--- src/rtl/link_pkg.sv ---
package link_pkg;
  typedef enum logic [2:0] {
    OP_NOP       = 3'd0,
    OP_CALL      = 3'd1,
    OP_RET       = 3'd2,
    OP_PUSH      = 3'd3,
    OP_POP       = 3'd4,
    OP_PUSH_CALL = 3'd5,
    OP_POP_RET   = 3'd6,
    OP_JIND      = 3'd7
  } link_op_e;

  typedef enum logic [1:0] {
    ST_IDLE,
    ST_WR,
    ST_RD_REQ,
    ST_RD_WAIT
  } seq_state_e;
endpackage

--- src/rtl/ret_ring.sv ---
module ret_ring #(
  parameter int unsigned AW    = 32,
  parameter int unsigned DEPTH = 8
) (
  input  logic          clk_i,
  input  logic          rst_ni,
  input  logic          push_i,
  input  logic [AW-1:0] push_data_i,
  input  logic          pop_i,
  output logic          top_valid_o,
  output logic [AW-1:0] top_data_o
);
  localparam int unsigned PW = (DEPTH > 1) ? $clog2(DEPTH) : 1;
  localparam int unsigned CW = $clog2(DEPTH + 1);
  localparam logic [PW-1:0] LAST = PW'(DEPTH - 1);

  logic [PW-1:0] wr_ptr_q;
  logic [CW-1:0] cnt_q;
  logic [PW-1:0] top_idx;
  logic [AW-1:0] ent [DEPTH];

  for (genvar g = 0; g < DEPTH; g++) begin : g_ent
    logic [AW-1:0] val_q;
    always_ff @(posedge clk_i or negedge rst_ni) begin
      if (!rst_ni)                               val_q <= '0;
      else if (push_i && wr_ptr_q == PW'(g))     val_q <= push_data_i;
    end
    assign ent[g] = val_q;
  end

  assign top_idx     = (wr_ptr_q == '0) ? LAST : wr_ptr_q - 1'b1;
  assign top_valid_o = (cnt_q != '0);
  assign top_data_o  = ent[top_idx];

  always_ff @(posedge clk_i or negedge rst_ni) begin
    if (!rst_ni) begin
      wr_ptr_q <= '0;
      cnt_q    <= '0;
    end else if (push_i) begin
      wr_ptr_q <= (wr_ptr_q == LAST) ? '0 : wr_ptr_q + 1'b1;
      if (cnt_q != CW'(DEPTH)) cnt_q <= cnt_q + 1'b1;  // full: oldest overwritten
    end else if (pop_i && cnt_q != '0) begin
      wr_ptr_q <= top_idx;
      cnt_q    <= cnt_q - 1'b1;
    end
  end

  assert_cnt_bound_R5: assert property (@(posedge clk_i) disable iff (!rst_ni)
    cnt_q <= CW'(DEPTH));

  assert_push_pop_excl_R3: assert property (@(posedge clk_i) disable iff (!rst_ni)
    !(push_i && pop_i));

  assert_empty_pop_R5: assert property (@(posedge clk_i) disable iff (!rst_ni)
    pop_i && !push_i && !top_valid_o |=> !top_valid_o && $stable(wr_ptr_q));
endmodule

--- src/rtl/link_seq.sv ---
module link_seq
  import link_pkg::*;
#(
  parameter int unsigned   AW         = 32,
  parameter int unsigned   SLOT_BYTES = 8,
  parameter logic [AW-1:0] SP_INIT    = 'h1000
) (
  input  logic          clk_i,
  input  logic          rst_ni,
  input  logic          op_valid_i,
  input  link_op_e      op_i,
  input  logic [AW-1:0] ret_addr_i,
  output logic          op_ready_o,
  output logic [AW-1:0] lr_o,
  output logic [AW-1:0] sp_o,
  output logic          mem_req_valid_o,
  input  logic          mem_req_ready_i,
  output logic          mem_we_o,
  output logic [AW-1:0] mem_addr_o,
  output logic [AW-1:0] mem_wdata_o,
  input  logic          mem_rsp_valid_i,
  input  logic [AW-1:0] mem_rdata_i,
  output logic          pred_push_o,
  output logic [AW-1:0] pred_data_o,
  output logic          ret_fire_o,
  output logic [AW-1:0] ret_target_o
);
  localparam logic [AW-1:0] STEP = AW'(SLOT_BYTES);

  seq_state_e    state_q;
  logic          fused_q;
  logic [AW-1:0] ra_q, lr_q, sp_q;
  logic          accept, wr_done, rd_done;

  assign accept     = op_valid_i && (state_q == ST_IDLE);
  assign op_ready_o = (state_q == ST_IDLE);
  assign wr_done    = (state_q == ST_WR) && mem_req_ready_i;
  assign rd_done    = (state_q == ST_RD_WAIT) && mem_rsp_valid_i;
  assign lr_o       = lr_q;
  assign sp_o       = sp_q;

  assign mem_req_valid_o = (state_q == ST_WR) || (state_q == ST_RD_REQ);
  assign mem_we_o        = (state_q == ST_WR);
  assign mem_addr_o      = (state_q == ST_WR) ? sp_q - STEP : sp_q;
  assign mem_wdata_o     = lr_q;

  assign pred_push_o  = (accept && op_i == OP_CALL) || (wr_done && fused_q);
  assign pred_data_o  = (state_q == ST_WR) ? ra_q : ret_addr_i;
  assign ret_fire_o   = (accept && op_i == OP_RET) || (rd_done && fused_q);
  assign ret_target_o = (state_q == ST_RD_WAIT) ? mem_rdata_i : lr_q;

  always_ff @(posedge clk_i or negedge rst_ni) begin
    if (!rst_ni) begin
      state_q <= ST_IDLE;
      fused_q <= 1'b0;
      ra_q    <= '0;
      lr_q    <= '0;
      sp_q    <= SP_INIT;
    end else begin
      unique case (state_q)
        ST_IDLE: if (op_valid_i) begin
          unique case (op_i)
            OP_CALL:      lr_q <= ret_addr_i;
            OP_PUSH:      begin state_q <= ST_WR;     fused_q <= 1'b0; end
            OP_PUSH_CALL: begin state_q <= ST_WR;     fused_q <= 1'b1; ra_q <= ret_addr_i; end
            OP_POP:       begin state_q <= ST_RD_REQ; fused_q <= 1'b0; end
            OP_POP_RET:   begin state_q <= ST_RD_REQ; fused_q <= 1'b1; end
            default: ;  // none, return, indirect jump: no sequencer state
          endcase
        end
        ST_WR: if (mem_req_ready_i) begin
          sp_q    <= sp_q - STEP;
          if (fused_q) lr_q <= ra_q;
          state_q <= ST_IDLE;
        end
        ST_RD_REQ: if (mem_req_ready_i) state_q <= ST_RD_WAIT;
        ST_RD_WAIT: if (mem_rsp_valid_i) begin
          lr_q    <= mem_rdata_i;
          sp_q    <= sp_q + STEP;
          state_q <= ST_IDLE;
        end
        default: state_q <= ST_IDLE;
      endcase
    end
  end

  assert_req_hold_R7: assert property (@(posedge clk_i) disable iff (!rst_ni)
    mem_req_valid_o && !mem_req_ready_i |=>
      mem_req_valid_o && $stable(mem_addr_o) && $stable(mem_we_o) && $stable(mem_wdata_o));

  assert_sp_step_R8: assert property (@(posedge clk_i) disable iff (!rst_ni)
    !$stable(sp_q) |-> (sp_q == $past(sp_q) + STEP) || (sp_q == $past(sp_q) - STEP));

  assert_leaf_call_R2: assert property (@(posedge clk_i) disable iff (!rst_ni)
    accept && op_i == OP_CALL |=> !mem_req_valid_o && lr_q == $past(ret_addr_i));

  assert_jind_quiet_R6: assert property (@(posedge clk_i) disable iff (!rst_ni)
    accept && op_i == OP_JIND |-> !pred_push_o && !ret_fire_o);
endmodule

--- src/rtl/ret_resolve.sv ---
module ret_resolve #(
  parameter int unsigned AW = 32
) (
  input  logic          clk_i,
  input  logic          rst_ni,
  input  logic          fire_i,
  input  logic [AW-1:0] target_i,
  input  logic          top_valid_i,
  input  logic [AW-1:0] top_data_i,
  output logic          ret_valid_o,
  output logic [AW-1:0] ret_target_o,
  output logic          pred_valid_o,
  output logic [AW-1:0] pred_target_o,
  output logic          mispredict_o
);
  always_ff @(posedge clk_i or negedge rst_ni) begin
    if (!rst_ni) begin
      ret_valid_o   <= 1'b0;
      ret_target_o  <= '0;
      pred_valid_o  <= 1'b0;
      pred_target_o <= '0;
      mispredict_o  <= 1'b0;
    end else begin
      ret_valid_o <= fire_i;
      if (fire_i) begin
        ret_target_o  <= target_i;
        pred_valid_o  <= top_valid_i;
        pred_target_o <= top_valid_i ? top_data_i : '0;
        mispredict_o  <= !top_valid_i || (top_data_i != target_i);
      end else begin
        pred_valid_o <= 1'b0;
        mispredict_o <= 1'b0;
      end
    end
  end

  assert_nopred_flag_R4: assert property (@(posedge clk_i) disable iff (!rst_ni)
    ret_valid_o && !pred_valid_o |-> mispredict_o);
endmodule

--- src/rtl/link_unit.sv ---
module link_unit
  import link_pkg::*;
#(
  parameter int unsigned   AW         = 32,
  parameter int unsigned   DEPTH      = 8,
  parameter int unsigned   SLOT_BYTES = 8,
  parameter logic [AW-1:0] SP_INIT    = 'h1000
) (
  input  logic          clk_i,
  input  logic          rst_ni,
  input  logic          op_valid_i,
  input  logic [2:0]    op_i,
  input  logic [AW-1:0] ret_addr_i,
  output logic          op_ready_o,
  output logic [AW-1:0] lr_o,
  output logic [AW-1:0] sp_o,
  output logic          mem_req_valid_o,
  input  logic          mem_req_ready_i,
  output logic          mem_we_o,
  output logic [AW-1:0] mem_addr_o,
  output logic [AW-1:0] mem_wdata_o,
  input  logic          mem_rsp_valid_i,
  input  logic [AW-1:0] mem_rdata_i,
  output logic          ret_valid_o,
  output logic [AW-1:0] ret_target_o,
  output logic          pred_valid_o,
  output logic [AW-1:0] pred_target_o,
  output logic          mispredict_o
);
  logic          pred_push, ret_fire, top_valid;
  logic [AW-1:0] pred_data, ret_target, top_data;

  link_seq #(.AW(AW), .SLOT_BYTES(SLOT_BYTES), .SP_INIT(SP_INIT)) u_seq (
    .clk_i, .rst_ni, .op_valid_i,
    .op_i(link_op_e'(op_i)),
    .ret_addr_i, .op_ready_o, .lr_o, .sp_o,
    .mem_req_valid_o, .mem_req_ready_i, .mem_we_o, .mem_addr_o, .mem_wdata_o,
    .mem_rsp_valid_i, .mem_rdata_i,
    .pred_push_o(pred_push), .pred_data_o(pred_data),
    .ret_fire_o(ret_fire), .ret_target_o(ret_target)
  );

  ret_ring #(.AW(AW), .DEPTH(DEPTH)) u_ring (
    .clk_i, .rst_ni,
    .push_i(pred_push), .push_data_i(pred_data),
    .pop_i(ret_fire),
    .top_valid_o(top_valid), .top_data_o(top_data)
  );

  ret_resolve #(.AW(AW)) u_res (
    .clk_i, .rst_ni,
    .fire_i(ret_fire), .target_i(ret_target),
    .top_valid_i(top_valid), .top_data_i(top_data),
    .ret_valid_o, .ret_target_o, .pred_valid_o, .pred_target_o, .mispredict_o
  );

  assert_mis_on_ret_R4: assert property (@(posedge clk_i) disable iff (!rst_ni)
    mispredict_o |-> ret_valid_o);

  assert_busy_no_accept_R7: assert property (@(posedge clk_i) disable iff (!rst_ni)
    mem_req_valid_o |-> !op_ready_o);
endmodule

--- config.mk ---
export PLATFORM = sky130hd
export DESIGN_NAME = link_unit
export DESIGN_NICKNAME = d
export VERILOG_FILES = /design/src/rtl/link_pkg.sv /design/src/rtl/ret_ring.sv /design/src/rtl/link_seq.sv /design/src/rtl/ret_resolve.sv /design/src/rtl/link_unit.sv
export SDC_FILE = /design/constraint.sdc
export NUM_CORES = 1
export LEC_CHECK = 0
export BUFFER_PORTS_ARGS = -buffer_cell sky130_fd_sc_hd__buf_2
export CAP_MARGIN = 20
export CORE_ASPECT_RATIO = 1.1
export CORE_UTILIZATION = 59
export CTS_BUF_LIST = sky130_fd_sc_hd__clkbuf_8 sky130_fd_sc_hd__clkbuf_16
export DETAILED_ROUTE_END_ITERATION = 8
export PLACE_DENSITY = 0.9
export SKIP_CTS_REPAIR_TIMING = 1
export SYNTH_ARGS = -nofsm -noshare
export SYNTH_HDL_FRONTEND = slang
export SYNTH_SLANG_ARGS = --single-unit
--- constraint.sdc ---
create_clock -name clk_i -period 4.25 [get_ports clk_i]
set_clock_uncertainty 0.1 [all_clocks]
set_input_delay 0.2125 -clock clk_i [delete_from_list [all_inputs] [get_ports clk_i]]
set_output_delay 0.2125 -clock clk_i [all_outputs]
set_load 0.02 [all_outputs]
==> qor.yml, run 1 <==
ys.flop_type: "dfrtp_1"
fmax_mhz: 255
cts_root_buf: "clkbuf_16"
postSynthRegisterBits: 426
clkSlewWorstSetupHoldPaths_ns: 0.06
reg2reg_from: "u_ring.wr_ptr_q[0]$_DFFE_PN0P_"
setup_viol: 0
htreeDepth: 2
via_per_inst: 6.49
vdd_drop_max_v: 0.000551
num-nets-final: 2609
synth_top_area_frac: 0.496
clock_path_buffers: 3
drive_above_1_share: 0.204
first_pass_iters: 6
power.leakage_uw: 0.0119
timing.slew.headroom: 0.234
drt_iter0_markers: 2428
synth_xor_xnor_area_share: 0.0367
critPathLaunchType: "flop"
synthSimpleGateAreaFrac: 0.137
drv_slew: 0
final_util: 0.710
synthArstFlopShare: 1.00
min-delay-start: "mem_rdata_i[28]"
period_needed_ns: 3.92
grt_max_degree: 120
stdcell_area_um2: 25200
synth_edf_count: 0
cts_buffers: 44
core-area_um2: 35500
wire_per_inst_um: 26.3
start_util: 0.604
vias: 19700
hp-class: "in -> reg"
status: "complete, but fails checks"
critPathKind: "reg -> out"
hold_slack_ns: -0.0336
area_growth_syn_to_layout_pct: 17.6
synth_compound_area_frac: 0.181
violations: "negative hold slack"
rsz0062_at_grt: "no"
startpoint: "u_seq.sp_o[3]$_DFFE_PN0P_"
clkLatencyLatePin_ns: 0.56
syn_area_um2: 21500
grt-ovfl-total: 0
worst_pin_slew_ns: 1.12
synth_warnings: 0
yosysTopAreaCell: "dfrtp_1"
power_density_nw_per_um2: 959
dpl_worst_slack_ns: 0.583
min_period_over_period: 0.921
cp.arrival_ns: 3.60
synth_common_cells: "425 x dfrtp_1, 356 x nand2_1, 251 x o21ai_0, 216 x a21oi_1, 212 x nor2_1"
stdcell_count: 3040
worstSetupEndpointType: "primary output"
rrSetupSlack_ns: 0.51
synth_fa_ha_area_frac: 0.00968
ant_nets: 0
dp.cells: 2918
nFillCells: 2662
maxCapViolCount: 0
post_dp_cell_area_um2: 23300
numPortBuffers: 263
worstPathMaxFanout: 8
synthTopCellsByArea: "dfrtp_1 50%, nand2_1 6.2%, o21ai_0 5.9%"
synth_top_family_by_area: "compound AO/OA/AOI/OAI gates"
critPathRequiredTime_ns: 3.94
die_w_um: 184
drc: 0
synth_seq_area_share: 0.497
grtUsageTotal: 0.425
grt_pass1_vias: 18800
setup_ws_ns: 0.334
antenna_found_initial: 2
dpl.hpwl_mm: 55.6
grt_pass1_wl_mm: 117
drt-total-wl_mm: 80.0
die_height_um: 202
gp_routability_congestion: 1.01
clkSinkCount: 426
cts_tree: "done"
synth.most_common_cell: "dfrtp_1"
synth_area_per_cell_um2: 9.40
syn_inst: 2281
finalHoldViolCount: 10
fp-row-count: 72
design.die.area_um2: 37100
synth_mux_area_frac: 0.0884
synth.lib_cells_used.distinct: 72
tns_ns: 0
io_pins: 270
[critical path, stage by stage, from the launching register on]
cell and delay (ns):
dfrtp_1 0.53, inv_1 0.16, ha_1 0.30, nand3_1 0.21
or2_1 0.34, nor4_4 0.25, nand2_1 0.15, or4_1 0.52
nor3_2 0.19, nand2_1 0.09, xnor2_1 0.12, buf_2 0.18
[stage by stage]
stage,power [uW],hold WS [ns]
after floorplan,14600,-0.183
after global placement,19200,0.235
after detailed placement,19400,0.244
after global routing,25100,0.00115
after CTS,23600,-0.339
final,24200,-0.0336
[logic make-up after synthesis]
family          Yosys count
simple gates            697
compound gates          656
flops                   426
buf+inv                 222
mux                     173
xor+xnor                 90
fa+ha+maj                16
other cells               1
[metal layers]
metal | vias up | routed length, um | global-route usage
li1 | 8435 | - | -
met1 | 9754 | 30800 | 0.581
met2 | 1267 | 36500 | 0.654
met3 | 263 | 8650 | 0.0894
met4 | 0 | 4080 | 0.190
met5 | - | 0 | 0
[layout by cell type (no fill, tap or decap), types with 24 or more instances in the layout]
cell type / n
dfrtp_1: 424
mux2i_1: 109
a22o_1: 42
nand2_1: 352
inv_1: 31
dlygate4sd3_1: 34
xor2_1: 54
clkbuf_16: 45
buf_4: 76
nor2_1: 208
a21oi_1: 216
xnor2_1: 36
nand3_1: 24
mux2_2: 54
buf_2: 262
o21ai_0: 251
[power breakdown]
group | switching, uW | internal, uW
Clock | 1700 | 2390
Sequential | 1490 | 5700
Combinational | 8580 | 4320
Total | 11800 | 12400
[sequential cells by signal (all words and copies together) (netlist names)]
name / flops
u_ring.g_ent.val_q: 256
u_res.pred_target_o: 32
u_res.ret_target_o: 32
u_seq.lr_o: 32
u_seq.ra_q: 32
u_seq.sp_o: 29
u_ring.cnt_q: 4
u_ring.wr_ptr_q: 3
u_seq.state_q: 2
u_res.mispredict_o: 1
u_res.pred_valid_o: 1
u_res.ret_valid_o: 1
u_seq.fused_q: 1
[path summary, 6_finish.rpt]
path                                                         end  depth (start not counted)
max                                               mem_addr_o[31]                         11
min                                   u_seq.lr_o[28]$_DFFE_PN0P_                          4
max reg2reg                         u_res.mispredict_o$_DFF_PN0_                         13
min reg2reg                u_ring.g_ent[4].val_q[27]$_DFFE_PN0P_                          2
max in group asynchronous         u_ring.wr_ptr_q[0]$_DFFE_PN0P_                          3
min in group asynchronous  u_ring.g_ent[4].val_q[31]$_DFFE_PN0P_                          2
[area by class of cell]
class | count | area (um^2) | area share
sequential | 426 | 10700 | 0.423
timing repair buffer | 384 | 2460 | 0.0977
antenna | 2 | 5.00 | 0.000198
inverter | 27 | 101 | 0.00402
clock buffer | 50 | 1190 | 0.0474
tap | 481 | 602 | 0.0239
multi-input combinational | 1638 | 9850 | 0.391
clock inverter | 32 | 334 | 0.0132
Note: power is estimated with default switching activity, not from simulation.
==> run 2: changes to the inputs <==
--- a/config.mk
+++ b/config.mk
@@ -11,8 +11,10 @@
 export CORE_UTILIZATION = 59
 export CTS_BUF_LIST = sky130_fd_sc_hd__clkbuf_8 sky130_fd_sc_hd__clkbuf_16
 export DETAILED_ROUTE_END_ITERATION = 8
-export PLACE_DENSITY = 0.9
+export PLACE_DENSITY = 0.89
+export RECOVER_POWER = 25
 export SKIP_CTS_REPAIR_TIMING = 1
+export SKIP_LAST_GASP = 1
 export SYNTH_ARGS = -nofsm -noshare
 export SYNTH_HDL_FRONTEND = slang
 export SYNTH_SLANG_ARGS = --single-unit
==> run 2 against run 1 <==
The flow finishes with violations (negative hold slack, max-capacitance violations, max-slew violations). Combinational power barely moved. Hold slack got worse by 0.0039 ns. Cell count fell by 0.26%. Critical path depth fell by 1. Worst setup slack improved by 0.011 ns. Clock-buffer cell count rose by 5. Register-to-register slack got worse by 0.06 ns. Via count rose by 0.56%. Clock power rose by 1%. Total power fell by 0.95%. Utilization fell by 0.54 points. Sequential share of layout area rose by 0.32 points. Critical path type unchanged. Largest power group unchanged.
==> qor.yml, run 2 (synthesis results as in run 1) <==
violations: "negative hold slack, max-capacitance violations, max-slew violations"
whs_path_depth: 4
rrSetupSlack_ns: 0.45
num-nets-final: 2604
stdcell_area_um2: 25000
nFillCells: 2696
setup_ws_ns: 0.345
start_util: 0.604
die_height_um: 202
r2r_end: "u_res.mispredict_o$_DFF_PN0_"
fp-row-count: 72
power.leakage_uw: 0.0115
htreeDepth: 2
wire_per_inst_um: 25.7
hold_slack_ns: -0.0376
regArea_um2: 10700
rsz0062_at_grt: "no"
clock_path_buffers: 3
top_register: "u_ring.g_ent.val_q"
drv_slew: 114
period_needed_ns: 3.90
setup_viol: 0
timing.slew.headroom: -1.25
numPortBuffers: 263
cts_tree: "done"
die_w_um: 184
reg2reg_from: "u_ring.wr_ptr_q[0]$_DFFE_PN0P_"
area_growth_syn_to_layout_pct: 16.7
power_uw: 23900
design.die.area_um2: 37100
grt-ovfl-total: 0
fmax_mhz: 256
vdd_drop_max_v: 0.000638
post_dp_cell_area_um2: 23100
ant_nets: 0
drc: 0
via_per_inst: 6.54
clkSinkCount: 426
cts_buffers: 44
power_density_nw_per_um2: 957
critPathRequiredTime_ns: 3.94
drt_iter0_markers: 2453
drt-total-wl_mm: 78.0
worstPathMaxFanout: 9
clkSlewWorstSetupHoldPaths_ns: 0.06
finalHoldViolCount: 6
critPathLaunchType: "flop"
grtUsageTotal: 0.410
r2r_cells: 11
status: "complete, but fails checks"
min-delay-start: "mem_rdata_i[19]"
most-common-layout-cells: "424 x dfrtp_1, 353 x nand2_1, 251 x o21ai_0, 216 x a21oi_1, 208 x nor2_1"
grt_pass1_wl_mm: 114
maxCapViolCount: 1
drive_above_1_share: 0.155
gp_routability_congestion: 1.04
worstSetupEndpointType: "primary output"
critPathKind: "reg -> out"
antenna_found_initial: 1
min_period_over_period: 0.919
worst_pin_slew_ns: 3.37
clkLatencyLatePin_ns: 0.57
io_pins: 270
largest_reg_flops: 256
dpl_worst_slack_ns: 0.583
vias: 19800
grt_max_degree: 117
hold_end: "u_seq.lr_o[19]$_DFFE_PN0P_"
hp-class: "in -> reg"
core-area_um2: 35500
dpl.hpwl_mm: 53.2
layout_commonest_cell: "dfrtp_1"
cts_root_buf: "clkbuf_16"
multiInputGateArea_um2: 9840
grt_pass1_vias: 18500
cp.arrival_ns: 3.59
tns_ns: 0
first_pass_iters: 6
[run 2: stage by stage]
step	instances	util
CTS	2985	0.696
global placement	2904	0.652
detailed placement	2905	0.652
floorplan	2286	-
finish	3032	0.705
global route	3031	0.705
[run 2: worst max-delay path: stages (launching register included)]
cell,delay (ns)
dfrtp_1,0.53
nor4_4,0.41
nand3_1,0.24
or2_1,0.33
nor4_2,0.25
nand2_1,0.18
or4_1,0.51
nor3_2,0.18
nand2_1,0.09
xnor2_1,0.13
buf_2,0.19
[run 2: worst max-delay path by stage]
stage / startpoint / slack [ns] / cells after the start / end
2_1_floorplan: u_ring.wr_ptr_q[0]$_DFFE_PN0P_ / 0.44 / 15 / u_res.mispredict_o$_DFF_PN0_
3_3_place_gp: u_ring.wr_ptr_q[0]$_DFFE_PN0P_ / 0.57 / 12 / u_res.mispredict_o$_DFF_PN0_
3_5_place_dp: u_ring.wr_ptr_q[0]$_DFFE_PN0P_ / 0.58 / 11 / u_res.mispredict_o$_DFF_PN0_
4_1_cts: u_seq.sp_o[6]$_DFFE_PN0P_ / 0.39 / 10 / mem_addr_o[31]
5_1_grt: rst_ni / 0.08 / 2 / u_ring.wr_ptr_q[0]$_DFFE_PN0P_
6_report: u_seq.sp_o[6]$_DFFE_PN0P_ / 0.35 / 10 / mem_addr_o[31]
[run 2: area by class of cell]
class	count	area share
flip-flops and latches	426	0.426
multi-input cells	1638	0.393
clock inverters	25	0.0113
clock buffers	55	0.0505
repair buffers	379	0.0908
well taps	481	0.0240
inverters	27	0.00405
diodes	1	0.000100
[run 2: per-layer routing]
layer	wire (um)	up-vias	GRT usage	part of all wire
li1	-	8423	-	-
met1	28800	9672	0.546	0.37
met2	34700	1450	0.620	0.45
met3	9640	284	0.102	0.12
met4	4780	0	0.215	0.061
met5	0	-	0	0
[run 2: power by group]
part,internal (uW),switching (uW),leakage [uW],total [uW]
Combinational,4160,8440,0.00523,12600
Sequential,5700,1510,0.00551,7210
Clock,2470,1670,0.000789,4140
==> run 3: changes to the inputs <==
--- a/config.mk
+++ b/config.mk
@@ -5,6 +5,7 @@
 export SDC_FILE = /design/constraint.sdc
 export NUM_CORES = 1
 export LEC_CHECK = 0
+export ABC_AREA = 1
 export BUFFER_PORTS_ARGS = -buffer_cell sky130_fd_sc_hd__buf_2
 export CAP_MARGIN = 20
 export CORE_ASPECT_RATIO = 1.1
==> run 3 against run 2 <==
The run ends with negative hold slack left. Sequential share of layout area down 1.7 points. Combinational power grew 9.5%. Critical path depth grew 7. Hold slack got worse by 0.034 ns. First-iteration DRC count increased by 17%. Utilization down 0.81 points. Critical endpoint is now u_res.mispredict_o$_DFF_PN0_. Largest cell class unchanged. Largest power group unchanged.
==> qor.yml, run 3 <==
synth_xor_xnor_area_share: 0.0167
synth.lib_cells_used.distinct: 43
synth_seq_area_share: 0.473
rrSetupSlack_ns: 0.72
hold_end: "u_seq.lr_o[15]$_DFFE_PN0P_"
path_cells: "inv_1 > ha_1 > inv_1 > nor2_1 > nor2_4 > buf_4 > nand3_1 > nand3_1 > nand2_1 > nand2_1 > nand2_1 > nor2_1 > nand2_1 > nor2_1 > nand2_1 > nor2_1 > nor2_1"
layout_commonest_cell: "nand2_1"
hp-class: "in -> reg"
clkSlewWorstSetupHoldPaths_ns: 0.06
maxCapViolCount: 0
postSynthRegisterBits: 426
synth.most_common_cell: "nand2_1"
grt_pass1_vias: 21900
cts_buffers: 45
via_per_inst: 6.43
cp.arrival_ns: 3.86
synth_top_area_frac: 0.472
violations: "negative hold slack"
rsz0062_at_grt: "no"
yosysTopAreaCell: "dfrtp_1"
ys.flop_type: "dfrtp_1"
io_pins: 270
htreeDepth: 2
critPathRequiredTime_ns: 4.58
worst_pin_slew_ns: 1.21
grt_max_degree: 132
die_height_um: 207
core-area_um2: 37400
synth_warnings: 0
drive_above_1_share: 0.134
dp.cells: 3394
tns_ns: 0
power_density_nw_per_um2: 974
drt-total-wl_mm: 77.2
ant_nets: 0
vias: 22700
drc: 0
cts_tree: "done"
period_needed_ns: 3.53
finalHoldViolCount: 13
met2WireLength_mm: 35.4
reg2reg_from: "u_ring.wr_ptr_q[1]$_DFFE_PN0P_"
clkSinkCount: 426
synth_mux_area_frac: 0.0510
max_stage_delay_ns: 0.67
area_growth_syn_to_layout_pct: 15.7
wl_met1_mm: 27.2
synth_common_cells: "686 x nand2_1, 425 x dfrtp_1, 323 x nand3_1, 235 x o21ai_0, 217 x nor2_1"
drv_slew: 0
grt-ovfl-total: 0
start_util: 0.602
most-common-layout-cells: "684 x nand2_1, 424 x dfrtp_1, 323 x nand3_1, 233 x o21ai_0, 212 x inv_1"
wl_met3_mm: 8.77
dpl.hpwl_mm: 50.1
status: "complete, but fails checks"
synth_compound_area_frac: 0.132
slowest_stage: "nor2_4"
wire_per_inst_um: 21.8
grtUsageTotal: 0.388
hold_slack_ns: -0.0713
synthSimpleGateAreaFrac: 0.238
fp-row-count: 74
synthArstFlopShare: 1.00
gp_routability_congestion: 0.964
top_layer: "met5"
cts_root_buf: "clkbuf_16"
startpoint: "u_ring.wr_ptr_q[1]$_DFFE_PN0P_"
synth_area_per_cell_um2: 8.07
antenna_found_initial: 2
synth_fa_ha_area_frac: 0.00922
critPathKind: "reg -> reg"
min-delay-start: "mem_rdata_i[15]"
stdcell_count: 3534
grt_pass1_wl_mm: 118
drt_iter0_markers: 2879
clkLatencyLatePin_ns: 0.58
setup_viol: 0
worstSetupEndpointType: "flop"
worstPathMaxFanout: 28
r2r_cells: 17
min_period_over_period: 0.830
first_pass_iters: 6
design.die.area_um2: 39000
numPortBuffers: 263
syn_area_um2: 22500
largest_reg_flops: 256
synthTopCellsByArea: "dfrtp_1 47%, nand2_1 11%, nand3_1 7.2%"
clock_path_buffers: 3
die_w_um: 188
r2r_end: "u_res.mispredict_o$_DFF_PN0_"
timing.slew.headroom: 0.183
power.leakage_uw: 0.0122
critPathLaunchType: "flop"
whs_path_depth: 5
num-nets-final: 3090
synth_edf_count: 0
syn_inst: 2793
top_register: "u_ring.g_ent.val_q"
fmax_mhz: 283
synth_top_family_by_area: "simple AND/OR/NAND/NOR gates"
vdd_drop_max_v: 0.000587
==> run 3: cell types whose count changed after synthesis, moves of 19 or more <==
cell | previous run | this run
a21oi_1 | 216 | 40
inv_1 | 26 | 209
xnor2_1 | 36 | 2
nand2_1 | 356 | 686
nand3_1 | 27 | 323
o211ai_1 | 4 | 66
a22o_1 | 42 | 18
mux2i_1 | 110 | 0
buf_2 | 15 | 54
a31oi_1 | 15 | 111
a2bb2oi_1 | 19 | 0
mux2_2 | 54 | 102
==> run 3: worst max-delay path by stage <==
stage	end	slack, ns
2_1_floorplan	u_res.mispredict_o$_DFF_PN0_	1.53
3_3_place_gp	u_ring.g_ent[0].val_q[21]$_DFFE_PN0P_	0.92
3_5_place_dp	u_res.mispredict_o$_DFF_PN0_	0.89
4_1_cts	u_ring.g_ent[1].val_q[8]$_DFFE_PN0P_	0.82
5_1_grt	u_res.mispredict_o$_DFF_PN0_	0.58
6_report	u_res.mispredict_o$_DFF_PN0_	0.72
==> run 3: layout make-up <==
class                           instances  area (um^2)
Fill cell                            2817        11300
Sequential cell                       426        10700
Multi-Input combinational cell       1952        10200
Timing Repair Buffer                  363         2190
Clock buffer                           54         1250
Inverter                              214          803
Tap cell                              494          618
Clock inverter                         29          330
Antenna cell                            2         5.00
==> run 3: cells by family after synthesis <==
logic type / Yosys count
XOR/XNOR: 43
AND/OR/NAND/NOR: 1280
other: 1
buffers and inverters: 420
AO/OA/AOI/OAI: 505
adder cells (fa/ha/maj): 16
multiplexers: 102
flip-flops: 426
==> run 3: worst max-delay path, delay by kind of cell (launching register included) <==
family | cells | cell delay [ns]
adder cells (fa/ha/maj) | 1 | 0.23
buffers and inverters | 3 | 0.68
flip-flops | 1 | 0.38
AND/OR/NAND/NOR | 13 | 1.99
==> run 3: through the flow <==
step	area [um^2]	utilization	hold WS, ns	total power [uW]	setup WS (ns)
2_1_floorplan	22600	-	-0.183	16200	1.53
3_3_place_gp	24100	0.643	0.308	20000	0.918
3_5_place_dp	24100	0.644	0.315	20500	0.893
4_1_cts	25700	0.686	-0.276	24900	0.816
5_1_grt	26100	0.697	0.00346	26800	0.576
6_report	26100	0.697	-0.0713	25400	0.721
==> run 3: layer usage <==
metal,vias up,GRT usage
li1,9744,-
met1,10800,0.472
met2,1724,0.617
met3,421,0.0938
met4,2,0.263
met5,-,0
==> run 3: report_power, final <==
group	internal, uW	total, uW	switching [uW]
Clock	2480	4220	1750
Sequential	5920	7360	1440
Combinational	4130	13800	9680
Total	12500	25400	12900
